`src/rtl/isort_pkg.sv`:
```
// Package: shared operation encoding for the insertion sorter.
// Assumes: consumers size their own data paths from module parameters.
package isort_pkg;
    typedef enum logic [1:0] {
        OP_HOLD   = 2'd0,
        OP_CLEAR  = 2'd1,
        OP_INSERT = 2'd2
    } isort_op_e;
endpackage

```
`src/rtl/isort_cmp_slot.sv`:
```
// Module: one slot comparator. Flags that the new key belongs at or before
// this slot: the slot is empty, or its stored key is >= the new key.
// Assumes: unsigned keys; empty slots behave as larger than any key.
module isort_cmp_slot #(
    parameter int KEY_W = 8
) (
    input  logic [KEY_W-1:0] stored,
    input  logic             occupied,
    input  logic [KEY_W-1:0] key,
    output logic             at_or_before
);
    // Purpose: the empty-slot or greater-or-equal test for a single slot.
    always_comb begin
        at_or_before = !occupied || (stored >= key);
    end
endmodule

```
`src/rtl/isort_locate.sv`:
```
// Module: turns per-slot comparison flags into a one-hot write select (the
// first flagged slot) and a shift select (every slot after it).
// Assumes: flags may arrive in any pattern; the first set flag wins.
module isort_locate #(
    parameter int DEPTH = 8
) (
    input  logic [DEPTH-1:0] at_or_before,
    output logic [DEPTH-1:0] take_new,
    output logic [DEPTH-1:0] take_prev
);
    // Purpose: a running OR finds the first flagged slot and marks the ones after it.
    always_comb begin
        logic seen;
        seen = 1'b0;
        for (int i = 0; i < DEPTH; i++) begin
            take_new[i]  = at_or_before[i] && !seen;
            take_prev[i] = seen;
            seen         = seen || at_or_before[i];
        end
    end
endmodule

```
`src/rtl/isort_chain.sv`:
```
// Module: the key register chain with an occupied bit per slot. On insert a
// slot loads the new key, loads its lower neighbour's key, or holds.
// Assumes: take_new is one-hot or zero; take_prev[0] is zero.
module isort_chain
    import isort_pkg::*;
#(
    parameter int KEY_W = 8,
    parameter int DEPTH = 8
) (
    input  logic                   clk,
    input  logic                   rst_n,
    input  isort_op_e              op,
    input  logic [KEY_W-1:0]       key,
    input  logic [DEPTH-1:0]       take_new,
    input  logic [DEPTH-1:0]       take_prev,
    output logic [DEPTH*KEY_W-1:0] keys_flat,
    output logic [DEPTH-1:0]       occ
);
    logic [KEY_W-1:0] slot_q [DEPTH];

    for (genvar i = 0; i < DEPTH; i++) begin : g_slot
        logic [KEY_W-1:0] lower_key;
        logic             lower_occ;

        if (i == 0) begin : g_head
            assign lower_key = '0;
            assign lower_occ = 1'b1;
        end else begin : g_body
            assign lower_key = slot_q[i-1];
            assign lower_occ = occ[i-1];
        end

        // Purpose: load a new key, take the lower neighbour's key, or hold.
        always_ff @(posedge clk) begin
            if (!rst_n) begin
                slot_q[i] <= '0;
            end else if (op == OP_INSERT) begin
                if (take_new[i]) begin
                    slot_q[i] <= key;
                end else if (take_prev[i]) begin
                    slot_q[i] <= lower_key;
                end
            end
        end

        // Purpose: the occupied region grows by one slot on insert and empties on clear.
        always_ff @(posedge clk) begin
            if (!rst_n) begin
                occ[i] <= 1'b0;
            end else if (op == OP_CLEAR) begin
                occ[i] <= 1'b0;
            end else if (op == OP_INSERT) begin
                occ[i] <= occ[i] || lower_occ;
            end
        end

        assign keys_flat[i*KEY_W +: KEY_W] = slot_q[i];
    end
endmodule

```
`src/rtl/insertion_sorter.sv`:
```
// Module: top of the single-cycle insertion sorter. Takes one key per cycle
// while not full and keeps up to DEPTH keys in ascending order.
// Assumes: clear outranks in_valid; keys held in slots at or above count are stale.
module insertion_sorter
    import isort_pkg::*;
#(
    parameter int KEY_W = 8,
    parameter int DEPTH = 8,
    localparam int CNT_W = $clog2(DEPTH + 1)
) (
    input  logic                   clk,
    input  logic                   rst_n,
    input  logic                   clear,
    input  logic                   in_valid,
    input  logic [KEY_W-1:0]       in_key,
    output logic [CNT_W-1:0]       count,
    output logic                   full,
    output logic [DEPTH*KEY_W-1:0] sorted_keys
);
    isort_op_e        op;
    logic [DEPTH-1:0] at_or_before;
    logic [DEPTH-1:0] take_new;
    logic [DEPTH-1:0] take_prev;
    logic [DEPTH-1:0] occ;

    // Purpose: choose this cycle's operation; clear first, then a non-full insert.
    always_comb begin
        if (clear) begin
            op = OP_CLEAR;
        end else if (in_valid && !full) begin
            op = OP_INSERT;
        end else begin
            op = OP_HOLD;
        end
    end

    for (genvar i = 0; i < DEPTH; i++) begin : g_cmp
        isort_cmp_slot #(.KEY_W(KEY_W)) u_cmp (
            .stored       (sorted_keys[i*KEY_W +: KEY_W]),
            .occupied     (occ[i]),
            .key          (in_key),
            .at_or_before (at_or_before[i])
        );
    end

    isort_locate #(.DEPTH(DEPTH)) u_locate (
        .at_or_before (at_or_before),
        .take_new     (take_new),
        .take_prev    (take_prev)
    );

    isort_chain #(.KEY_W(KEY_W), .DEPTH(DEPTH)) u_chain (
        .clk       (clk),
        .rst_n     (rst_n),
        .op        (op),
        .key       (in_key),
        .take_new  (take_new),
        .take_prev (take_prev),
        .keys_flat (sorted_keys),
        .occ       (occ)
    );

    // Purpose: count the occupied slots.
    always_ff @(posedge clk) begin
        if (!rst_n) begin
            count <= '0;
        end else if (op == OP_CLEAR) begin
            count <= '0;
        end else if (op == OP_INSERT) begin
            count <= count + 1'b1;
        end
    end

    assign full = (count == CNT_W'(DEPTH));
endmodule

```
`config.mk`:
```
export PLATFORM = sky130hd
export DESIGN_NAME = insertion_sorter
export DESIGN_NICKNAME = d
export VERILOG_FILES = /design/src/rtl/isort_pkg.sv /design/src/rtl/isort_cmp_slot.sv /design/src/rtl/isort_locate.sv /design/src/rtl/isort_chain.sv /design/src/rtl/insertion_sorter.sv
export SDC_FILE = /design/constraint.sdc
export NUM_CORES = 1
export LEC_CHECK = 0
export BUFFER_PORTS_ARGS = -buffer_cell sky130_fd_sc_hd__buf_2
export CELL_PAD_IN_SITES_DETAIL_PLACEMENT = 0
export CELL_PAD_IN_SITES_GLOBAL_PLACEMENT = 1
export CORE_ASPECT_RATIO = 1.75
export CORE_MARGIN = 2
export CORE_UTILIZATION = 41
export CTS_CLUSTER_DIAMETER = 50
export DETAILED_ROUTE_END_ITERATION = 10
export GPL_TIMING_DRIVEN = 0
export PLACE_DENSITY = 0.81
export SYNTH_ARGS = -nofsm -noshare
export SYNTH_HDL_FRONTEND = slang
export SYNTH_SLANG_ARGS = --single-unit
```
`constraint.sdc`:
```
create_clock -name clk -period 2.91 [get_ports clk]
set_input_delay 0.291 -clock clk [delete_from_list [all_inputs] [get_ports clk]]
set_output_delay 0.291 -clock clk [all_outputs]
set_load 0.01 [all_outputs]
```
==> metrics.yaml <==
status: "complete, but fails checks"
violations: "DRC"
cp-startpoint: "u_chain.slot_q[0][16]"
whs_endpoint: "u_chain.g_slot[1].lower_occ"
hold-path-cell-count: 3
intPower_mw: 2.14
end_kind: "flop"
period_minus_slack_ns: 2.71
placedInstanceArea_um2: 5330
die_width_um: 85.8
finalCritPeriodShare: 0.931
clock_latency_ns: 0.34
final_hold_viol_count: 0
clock.fmax_mhz: 369
ys.flop_type: "edfxtp_1"
setup_viol: 0
drv_slew: 0
first_pass_iters: 10
num-nets-final: 604
critical_path_class: "reg -> reg"
antenna_found_initial: 0
slowest_delay_ns: 0.42
dieArea_um2: 12600
antenna_cells: 0
worstRegToRegCells: 10
cp_data_arrival_time_ns: 2.80
ir_drop_mv: 0.405
syn_inst: 431
swShare: 0.253
htreeDepth: 3
clk_path_buf_depth: 2
synth-edff-count: 64
cts.sinks: 76
p_leak_nw: 2.55
path_clk_slew_ns: 0.06
design.core.area_um2: 11500
stdcell_area_um2: 5790
syn_area_um2: 4800
portBuffers: 72
p_sw_mw: 0.721
fillers: 1024
vias: 3801
r2r_start: "u_chain.slot_q[0][16]"
wl_per_cell_um: 19.0
die_y_um: 147
seqPwrFrac: 0.452
reg2reg_to: "u_chain.slot_q[1][8]"
postCtsHoldBufs: 0
grt_pass1_vias: 3919
holdCritStartpoint: "in_valid"
dpl.hpwl_um: 10100
path_max_fanout: 8
floorplan.rows: 52
grt_max_degree: 13
grt.total_usage: 0.209
cp_slowest_cell: "edfxtp_1"
dp_slack_ns: -0.691
cts_buffers: 9
multiInputGateArea_um2: 2500
setup_tns_ns: 0
required_ns: 3.00
synth-seq-cells: 76
start_util: 0.417
final_common_cell: "buf_2"
cp-start-kind: "flop"
ys_seq_area_frac: 0.451
finalPower_mw: 2.86
synth-async-reset-ratio: 0
drtAntennaViolNets: 0
holdWs_ns: 0.243
ys_types: 55
slew_headroom: 0.324
viasPerCell: 5.72
yosysWarnings: 0
wirelength_um: 12600
setup_ws_ns: 0.201
area_delta_synth_final_pct: 20.6
drc: 7
ios: 81
grt_pass1_wl_um: 20000
grt-ovfl-total: 0
clockPowerShare: 0.409
ff_latch_area_um2: 2160
gp_congestion: 0.802
drt-initial-drc-count: 257
tightestPinTransition_ns: 1.01
worstPathCellList: "inv_1, ha_1, or3b_1, o2111ai_1, a31o_2, nand3_2, buf_4, or2_0, buf_2, a32o_1"
syn_nets: 509
r2r_slack_ns: 0.20
cap_viol_max_count: 0
cts_tree: "done"
hp-class: "in -> reg"
combPwrFrac: 0.139
mostFrequentLayoutCells: "76 x buf_2, 66 x ha_1, 64 x edfxtp_1, 47 x nand2_1, 25 x mux2i_1"
drive_above_1_share: 0.255
cts-root-buf: "clkbuf_16"
finalClockSkew_ns: 0.00477
synth_area_per_cell_um2: 11.1
p_per_area_nw_per_um2: 494
==> cell usage after synthesis (2+ instances only) <==
library cell	count	share of area
a211oi_1	6	0.0094
a21boi_0	2	0.0031
a21o_1	5	0.0078
a21oi_1	14	0.015
a221oi_1	2	0.0037
a22o_1	24	0.044
a31oi_1	2	0.0026
a32o_1	8	0.017
and2_1	3	0.0039
and3_1	3	0.0039
and4b_1	2	0.0042
buf_2	4	0.0042
clkbuf_1	16	0.013
dfxtp_1	12	0.050
edfxtp_1	64	0.40
ha_1	66	0.17
inv_1	22	0.017
mux2i_1	25	0.052
nand2_1	48	0.038
nand2b_1	6	0.0078
nand3_1	5	0.0052
nand3b_1	2	0.0031
nand4_1	3	0.0039
nor2_1	25	0.020
nor2b_1	3	0.0039
nor3_1	9	0.0094
nor3b_1	3	0.0047
o2111a_1	2	0.0047
o2111ai_1	3	0.0055
o211ai_1	4	0.0063
o21a_1	3	0.0047
o21ai_0	11	0.011
xor2_1	2	0.0037
==> worst max-delay path, delay by kind of cell (launching register included) <==
kind	cells	cell delay, ns
flip-flops	1	0.42
buffers and inverters	3	0.44
AO/OA/AOI/OAI	3	0.64
adder cells (fa/ha/maj)	1	0.21
AND/OR/NAND/NOR	3	0.74
==> power by group through the flow <==
stage               clock (mW)  combinational, mW  sequential (mW)
detailed placement           0              0.382             1.31
floorplan                    0              0.210             1.33
global route              1.22              0.450             1.30
global placement             0              0.371             1.31
CTS                       1.19              0.393             1.29
finish                    1.17              0.397             1.29
==> state kept, by name, indices dropped and copies added (netlist names) <==
| name | cells |
|---|---|
| u_chain.slot_q | 64 |
| count | 4 |
| u_chain.g_slot.lower_occ | 7 |
| u_chain.occ | 1 |
==> layer usage <==
layer  vias to the layer above  wire (um)  global-route usage
li1                       1826          -                   -
met1                      1837       4740               0.219
met2                       112       6990               0.391
met3                        26        548              0.0421
met4                         0        325              0.0897
met5                         -          0                   0
==> logic make-up (layout without fill, tap and decap cells) <==
kind of cell	Yosys count	in the layout	share of synthesized area
flip-flops	76	76	0.451
AO/OA/AOI/OAI	94	94	0.153
adder cells (fa/ha/maj)	66	66	0.172
AND/OR/NAND/NOR	124	124	0.131
buffers and inverters	43	142	0.0355
multiplexers	25	25	0.0522
XOR/XNOR	3	3	0.00548
==> worst max-delay path by stage <==
stage	to	slack (ns)	cells past startpoint
finish	u_chain.slot_q[1][8]	0.20	10
global route	u_chain.slot_q[0][26]	-0.02	9
CTS	u_chain.slot_q[1][24]	0.05	11
detailed placement	u_chain.slot_q[0][10]	-0.69	8
global placement	u_chain.slot_q[1][24]	-0.60	10
floorplan	u_chain.slot_q[1][24]	0.02	10
==> layout make-up <==
| class | count | area share |
|---|---|---|
| multi-input combinational | 312 | 0.433 |
| sequential | 76 | 0.374 |
| timing repair buffer | 85 | 0.0792 |
| clock buffer | 9 | 0.0389 |
| tap | 135 | 0.0292 |
| inverter | 22 | 0.0162 |
| buffer | 20 | 0.0160 |
| clock inverter | 6 | 0.0138 |
==> stage by stage <==
stage | instances | util
after CTS | 656 | 0.494
after global routing | 665 | 0.502
after detailed placement | 638 | 0.463
final | 665 | 0.502
after floorplan | 431 | -
after global placement | 638 | 0.463
==> timing repair <==
item                       CTS  global route
setup buffers                3            10
resized for setup           15            11
setup endpoints to repair   59            84
pin swaps                    1             2
(Power assumes the default switching activity.)
